`src/rtl/flag_offset_loader.sv`:
```
module flag_offset_loader #(
  parameter int OFS_W  = 13,
  parameter int DATA_W = 36
) (
  input  logic              clk_a,
  input  logic              mrs1_n,
  input  logic              mrs2_n,
  input  logic [2:0]        fsel,
  input  logic              wr_a,
  input  logic [DATA_W-1:0] din_a,
  output logic [OFS_W-1:0]  x1,
  output logic [OFS_W-1:0]  y1,
  output logic [OFS_W-1:0]  x2,
  output logic [OFS_W-1:0]  y2,
  output logic              done
);
  localparam int CHAIN_W = 4 * OFS_W;
  localparam int CNT_W   = $clog2(CHAIN_W + 1);
  localparam int HALF_W  = 2 * OFS_W;

  typedef enum logic [1:0] {M_IDLE, M_PAR, M_SER, M_PRE} mode_t;

  mode_t              mode;
  logic               mrs1_q, mrs2_q;
  logic [CNT_W-1:0]   cnt;
  logic [CHAIN_W-1:0] chain;
  logic [OFS_W-1:0]   pval;

  wire end1     = mrs1_n & ~mrs1_q;
  wire end2     = mrs2_n & ~mrs2_q;
  wire shift_en = (mode == M_SER) && !fsel[1] && !done;
  wire par_en   = (mode == M_PAR) && wr_a && !done;
  wire last_bit = (cnt == CNT_W'(CHAIN_W - 1));
  wire [OFS_W-1:0] wdata = din_a[OFS_W-1:0];
  wire unused_din_hi = ^din_a[DATA_W-1:OFS_W];

  assign {y1, x1, y2, x2} = chain;

  always_comb begin
    case (fsel)
      3'b010:  pval = OFS_W'(8);
      3'b011:  pval = OFS_W'(16);
      3'b100:  pval = OFS_W'(64);
      3'b101:  pval = OFS_W'(256);
      3'b110:  pval = OFS_W'(1024);
      default: pval = '0;
    endcase
  end

  always_ff @(posedge clk_a) begin
    mrs1_q <= mrs1_n;
    mrs2_q <= mrs2_n;
    if (!mrs1_n) begin
      mode <= M_IDLE;
      done <= 1'b0;
      cnt  <= '0;
    end else if (end1) begin
      done <= 1'b0;
      cnt  <= '0;
      case (fsel)
        3'b001: begin
          mode <= M_SER;
          if (end2) chain[HALF_W-1:0] <= '0;
        end
        3'b010, 3'b011, 3'b100, 3'b101, 3'b110: begin
          mode  <= M_PRE;
          chain <= {4{pval}};
        end
        default: begin
          mode <= M_PAR;
          if (end2) chain[HALF_W-1:0] <= '0;
        end
      endcase
    end else if (end2) begin
      chain[HALF_W-1:0] <= '0;
    end else if (mode == M_PRE) begin
      done <= 1'b1;
    end else if (shift_en) begin
      chain <= {chain[CHAIN_W-2:0], fsel[0]};
      cnt   <= cnt + 1'b1;
      if (last_bit) done <= 1'b1;
    end else if (par_en) begin
      case (cnt[1:0])
        2'd0: chain[4*OFS_W-1 -: OFS_W] <= wdata;
        2'd1: chain[3*OFS_W-1 -: OFS_W] <= wdata;
        2'd2: chain[2*OFS_W-1 -: OFS_W] <= wdata;
        default: chain[OFS_W-1 -: OFS_W] <= wdata;
      endcase
      cnt <= cnt + 1'b1;
      if (cnt[1:0] == 2'd3) done <= 1'b1;
    end
  end
endmodule


```
`config.mk`:
```
export PLATFORM = sky130hd
export DESIGN_NAME = flag_offset_loader
export DESIGN_NICKNAME = d
export VERILOG_FILES = /design/src/rtl/flag_offset_loader.sv
export SDC_FILE = /design/constraint.sdc
export NUM_CORES = 1
export LEC_CHECK = 0
export CAP_MARGIN = 20
export CELL_PAD_IN_SITES_DETAIL_PLACEMENT = 1
export CELL_PAD_IN_SITES_GLOBAL_PLACEMENT = 2
export CORE_MARGIN = 8
export CORE_UTILIZATION = 35
export DETAILED_ROUTE_END_ITERATION = 10
export DONT_BUFFER_PORTS = 1
export PLACE_DENSITY = 0.82
export SKIP_CTS_REPAIR_TIMING = 1
export SLEW_MARGIN = 40
export SYNTH_ARGS = -nofsm -noshare
export SYNTH_HDL_FRONTEND = slang
export SYNTH_SLANG_ARGS = --single-unit
```
`constraint.sdc`:
```
create_clock -name clk_a -period 3.3 [get_ports clk_a]
set_clock_uncertainty 0.1 [all_clocks]
set_input_delay 0.165 -clock clk_a [delete_from_list [all_inputs] [get_ports clk_a]]
set_output_delay 0.165 -clock clk_a [all_outputs]
set_load 0.02 [all_outputs]
```
==> metrics.txt <==
# TYPE chip_impl_metric gauge
chip_impl_info{name="outcome",value="finished clean"} 1
chip_impl_metric{name="postSynth.asyncResetShare",unit="%"} 0
chip_impl_metric{name="setup_viol",unit=""} 0
chip_impl_metric{name="power_frac_clock",unit="%"} 40.2
chip_impl_metric{name="std_cell_rows",unit=""} 33
chip_impl_metric{name="chip_width",unit="um"} 106
chip_impl_metric{name="numCtsBuffers",unit=""} 9
chip_impl_metric{name="comb_power_share",unit="%"} 7.5
chip_impl_metric{name="ir_worst_vdd",unit="uV"} 221
chip_impl_metric{name="fraction_of_layout_cells_with_a_size_suffix_above_1",unit="%"} 10.7
chip_impl_metric{name="cts.htree.levels",unit=""} 3
chip_impl_metric{name="pwr_density_cell",unit="mW/mm2"} 581
chip_impl_metric{name="critical_path_peak_fanout",unit=""} 10
chip_impl_metric{name="layout.nets",unit=""} 313
chip_impl_info{name="min_path_type",value="input pin to flip-flop"} 1
chip_impl_metric{name="synthesis.nets",unit=""} 306
chip_impl_metric{name="fin_total_pwr",unit="mW"} 1.87
chip_impl_metric{name="cp_data_arrival_time",unit="ns"} 2.46
chip_impl_metric{name="core",unit="mm2"} 0.00805
chip_impl_info{name="synth_most_common_cell",value="sky130_fd_sc_hd__a21oi_1"} 1
chip_impl_metric{name="finalWorstPathRequiredPeriod",unit="ns"} 2.52
chip_impl_metric{name="internal_pwr_total",unit="mW"} 1.38
chip_impl_metric{name="post-route-util",unit="%"} 40.0
chip_impl_metric{name="dieHeight",unit="um"} 106
chip_impl_info{name="synth_top_flop_cell",value="sky130_fd_sc_hd__edfxtp_1"} 1
chip_impl_metric{name="synth_top_cell_area_share",unit="%"} 55.1
chip_impl_metric{name="finalHoldViolations",unit=""} 0
chip_impl_metric{name="cts_sinks",unit=""} 63
chip_impl_metric{name="postSynthAreaPerCell",unit="um2"} 11.0
chip_impl_metric{name="crit_required",unit="ns"} 3.25
chip_impl_metric{name="grt_max_degree",unit=""} 54
chip_impl_metric{name="clk_latency",unit="ns"} 0.35
chip_impl_info{name="yosys-top-cells-count",value="55 x sky130_fd_sc_hd__a21oi_1, 52 x sky130_fd_sc_hd__edfxtp_1, 45 x sky130_fd_sc_hd__nand2_1"} 1
chip_impl_metric{name="met2RoutedLength",unit="um"} 3880
chip_impl_metric{name="drt.antenna.violating_nets",unit=""} 0
chip_impl_metric{name="gr-total-overflow",unit=""} 0
chip_impl_metric{name="grt_pass1_vias",unit=""} 2079
chip_impl_metric{name="max-slew-margin-rel",unit="%"} 47.4
chip_impl_info{name="end_kind",value="flip-flop"} 1
chip_impl_metric{name="power.net_switching",unit="mW"} 0.485
chip_impl_metric{name="die_outline_area",unit="mm2"} 0.0112
chip_impl_metric{name="fin_crit_sh",unit="%"} 76.2
chip_impl_metric{name="route.layer.met1.wl",unit="um"} 3290
chip_impl_metric{name="grt.total_usage",unit="%"} 14.4
chip_impl_metric{name="synth_cells",unit=""} 258
chip_impl_metric{name="placement.io_buffers",unit=""} 0
chip_impl_metric{name="maxSlewViolCount",unit=""} 0
chip_impl_info{name="ys_top_cells_by_area",value="sky130_fd_sc_hd__edfxtp_1 55%, sky130_fd_sc_hd__a21oi_1 9.7%, sky130_fd_sc_hd__dfxtp_1 7.8%"} 1
chip_impl_info{name="cts_root_buf",value="sky130_fd_sc_hd__clkbuf_8"} 1
chip_impl_metric{name="area_occupied_by_multi_input_gates",unit="um2"} 995
chip_impl_metric{name="rrSetupSlack",unit="ns"} 0.78
chip_impl_info{name="rsz0062_at_grt",value="false"} 1
chip_impl_metric{name="register_area",unit="mm2"} 0.00178
chip_impl_metric{name="fill_cells",unit=""} 908
chip_impl_metric{name="timing.setup.tns",unit="ns"} 0
chip_impl_metric{name="met3RoutedLength",unit="um"} 702
chip_impl_metric{name="post_drt_wl_per_cell",unit="um"} 21.6
chip_impl_metric{name="syn_area",unit="mm2"} 0.00284
chip_impl_metric{name="worst_margin_pin_slew",unit="ns"} 0.788
chip_impl_metric{name="routed_wl",unit="um"} 8100
chip_impl_metric{name="clk_path_buf_depth",unit=""} 2
chip_impl_metric{name="ys_seq_area_share",unit="%"} 62.8
chip_impl_metric{name="max_freq",unit="MHz"} 398
chip_impl_metric{name="area.growth.synth_to_final",unit="%"} 13.5
chip_impl_metric{name="count_of_tritonroute_iterations_in_the_first_routing_pass",unit=""} 4
chip_impl_metric{name="grt_pass1_wl",unit="um"} 12400
chip_impl_metric{name="vias_per_cell",unit=""} 5.53
chip_impl_metric{name="clk_transition_reported_paths",unit="ns"} 0.07
chip_impl_info{name="cts_tree",value="done"} 1
chip_impl_metric{name="grt_antenna_before_repair",unit=""} 0
chip_impl_metric{name="power_switching_share",unit="%"} 26.0
chip_impl_metric{name="yosys_register_bits",unit=""} 63
chip_impl_info{name="top_signal_layer_used",value="met4"} 1
chip_impl_metric{name="maxCapViolCount",unit=""} 0
chip_impl_metric{name="seqPwrFrac",unit="%"} 52.3
chip_impl_metric{name="num_vias",unit=""} 2072
chip_impl_metric{name="synth_enable_flop_cells",unit=""} 52
chip_impl_metric{name="ys_warn_count",unit=""} 0
chip_impl_info{name="worstSetupStartpointType",value="flip-flop"} 1
chip_impl_metric{name="drc",unit=""} 0
chip_impl_metric{name="globalplace.congestion",unit=""} 0.737
chip_impl_metric{name="first_iter_violations",unit=""} 128
chip_impl_metric{name="i_o_pin_cnt",unit=""} 96
chip_impl_metric{name="dpl.hpwl",unit="um"} 5560
chip_impl_info{name="path_class",value="flip-flop to flip-flop"} 1
chip_impl_metric{name="diodes",unit=""} 0
chip_impl_info{name="cell_type_with_the_highest_aggregate_area_in_the_netlist",value="sky130_fd_sc_hd__edfxtp_1"} 1
chip_impl_metric{name="initial_utilization",unit="%"} 35.2
chip_impl_metric{name="power.leakage",unit="nW"} 1.06
chip_impl_metric{name="synth_cell_type_count",unit=""} 33
final cells by class:
| cell class | instances | share of cell area, % |
|---|---|---|
| Sequential cell | 63 | 55.4 |
| Multi-Input combinational cell | 179 | 30.9 |
| Tap cell | 105 | 4.08 |
| Clock buffer | 9 | 3.85 |
| Clock inverter | 7 | 3.03 |
| Timing Repair Buffer | 9 | 2.41 |
| Inverter | 3 | 0.350 |
metal layers:
layer / global-route usage [%] / vias up
met5: 0 / -
met4: 6.43 / 0
met3: 6.47 / 15
met2: 22.6 / 60
met1: 16.5 / 1031
li1: - / 966
state kept, by name, summed over array words and instances (netlist names):
register,cells
mrs1_q,1
done,1
mode,2
chain,52
cnt,6
mrs2_q,1
cell usage in the layout (no fill, tap or decap), types with 2 or more instances in the layout:
| cell type | synthesis | layout |
|---|---|---|
| sky130_fd_sc_hd__nand3_1 | 6 | 6 |
| sky130_fd_sc_hd__clkbuf_8 | 0 | 9 |
| sky130_fd_sc_hd__o311a_1 | 2 | 2 |
| sky130_fd_sc_hd__clkinv_4 | 0 | 2 |
| sky130_fd_sc_hd__buf_4 | 0 | 5 |
| sky130_fd_sc_hd__o31ai_2 | 0 | 2 |
| sky130_fd_sc_hd__clkinvlp_4 | 0 | 2 |
| sky130_fd_sc_hd__or3_1 | 3 | 3 |
| sky130_fd_sc_hd__bufinv_16 | 0 | 2 |
| sky130_fd_sc_hd__inv_1 | 3 | 3 |
| sky130_fd_sc_hd__nand3b_1 | 2 | 2 |
| sky130_fd_sc_hd__and2_1 | 6 | 6 |
| sky130_fd_sc_hd__dfxtp_1 | 11 | 11 |
| sky130_fd_sc_hd__a31oi_1 | 2 | 2 |
| sky130_fd_sc_hd__or4b_2 | 2 | 2 |
| sky130_fd_sc_hd__nand4b_1 | 2 | 2 |
| sky130_fd_sc_hd__dlygate4sd3_1 | 0 | 4 |
| sky130_fd_sc_hd__edfxtp_1 | 52 | 52 |
| sky130_fd_sc_hd__nand2_1 | 45 | 45 |
| sky130_fd_sc_hd__o21ai_0 | 25 | 25 |
| sky130_fd_sc_hd__nor2_1 | 7 | 7 |
| sky130_fd_sc_hd__a21oi_1 | 55 | 55 |
| sky130_fd_sc_hd__nand2b_1 | 2 | 2 |
| sky130_fd_sc_hd__ha_1 | 5 | 5 |
per-stage QoR:
stage | hold slack (ns) | cells | cell area [um2] | worst slack, ns
3_3_place_gp | 0.0928 | 355 | 2960 | 0.772
6_report | 0.0491 | 375 | 3220 | 0.785
5_1_grt | 0.0473 | 375 | 3220 | 0.614
4_1_cts | -0.273 | 371 | 3180 | 0.734
2_1_floorplan | 0.0927 | 258 | 2840 | 0.574
3_5_place_dp | 0.0928 | 355 | 2960 | 0.731
cell families after synthesis:
family,Yosys count,share of synthesized area (%)
simple gates,80,14.3
flops,63,62.8
fa+ha+maj,5,2.21
xor+xnor,2,0.618
compound gates,91,17.1
mux,1,0.353
buf+inv,16,2.56
critical path, cell delays in order (launching register included):
cell and delay, ns:
sky130_fd_sc_hd__dfxtp_1 0.43, sky130_fd_sc_hd__nor4b_4 0.48, sky130_fd_sc_hd__o21ai_2 0.25, sky130_fd_sc_hd__o31ai_2 0.66
sky130_fd_sc_hd__buf_4 0.30
path summary, 6_finish.rpt:
| path | from | endpoint | depth (start not counted) |
|---|---|---|---|
| worst max-delay path | done | chain[47] | 4 |
| worst min-delay path | fsel[2] | chain[45] | 2 |
| worst max register to register | done | chain[47] | 4 |
| worst min register to register | cnt[5] | cnt[5] | 2 |
power groups by stage:
stage          Combinational (mW)  Sequential, mW  Clock (mW)
2_1_floorplan              0.0992           0.983           0
3_3_place_gp                0.129           0.997           0
3_5_place_dp                0.136           0.997           0
4_1_cts                     0.137           0.980       0.772
5_1_grt                     0.156           0.983       0.802
6_report                    0.140           0.978       0.751
Power figures use the tool's default switching activity.
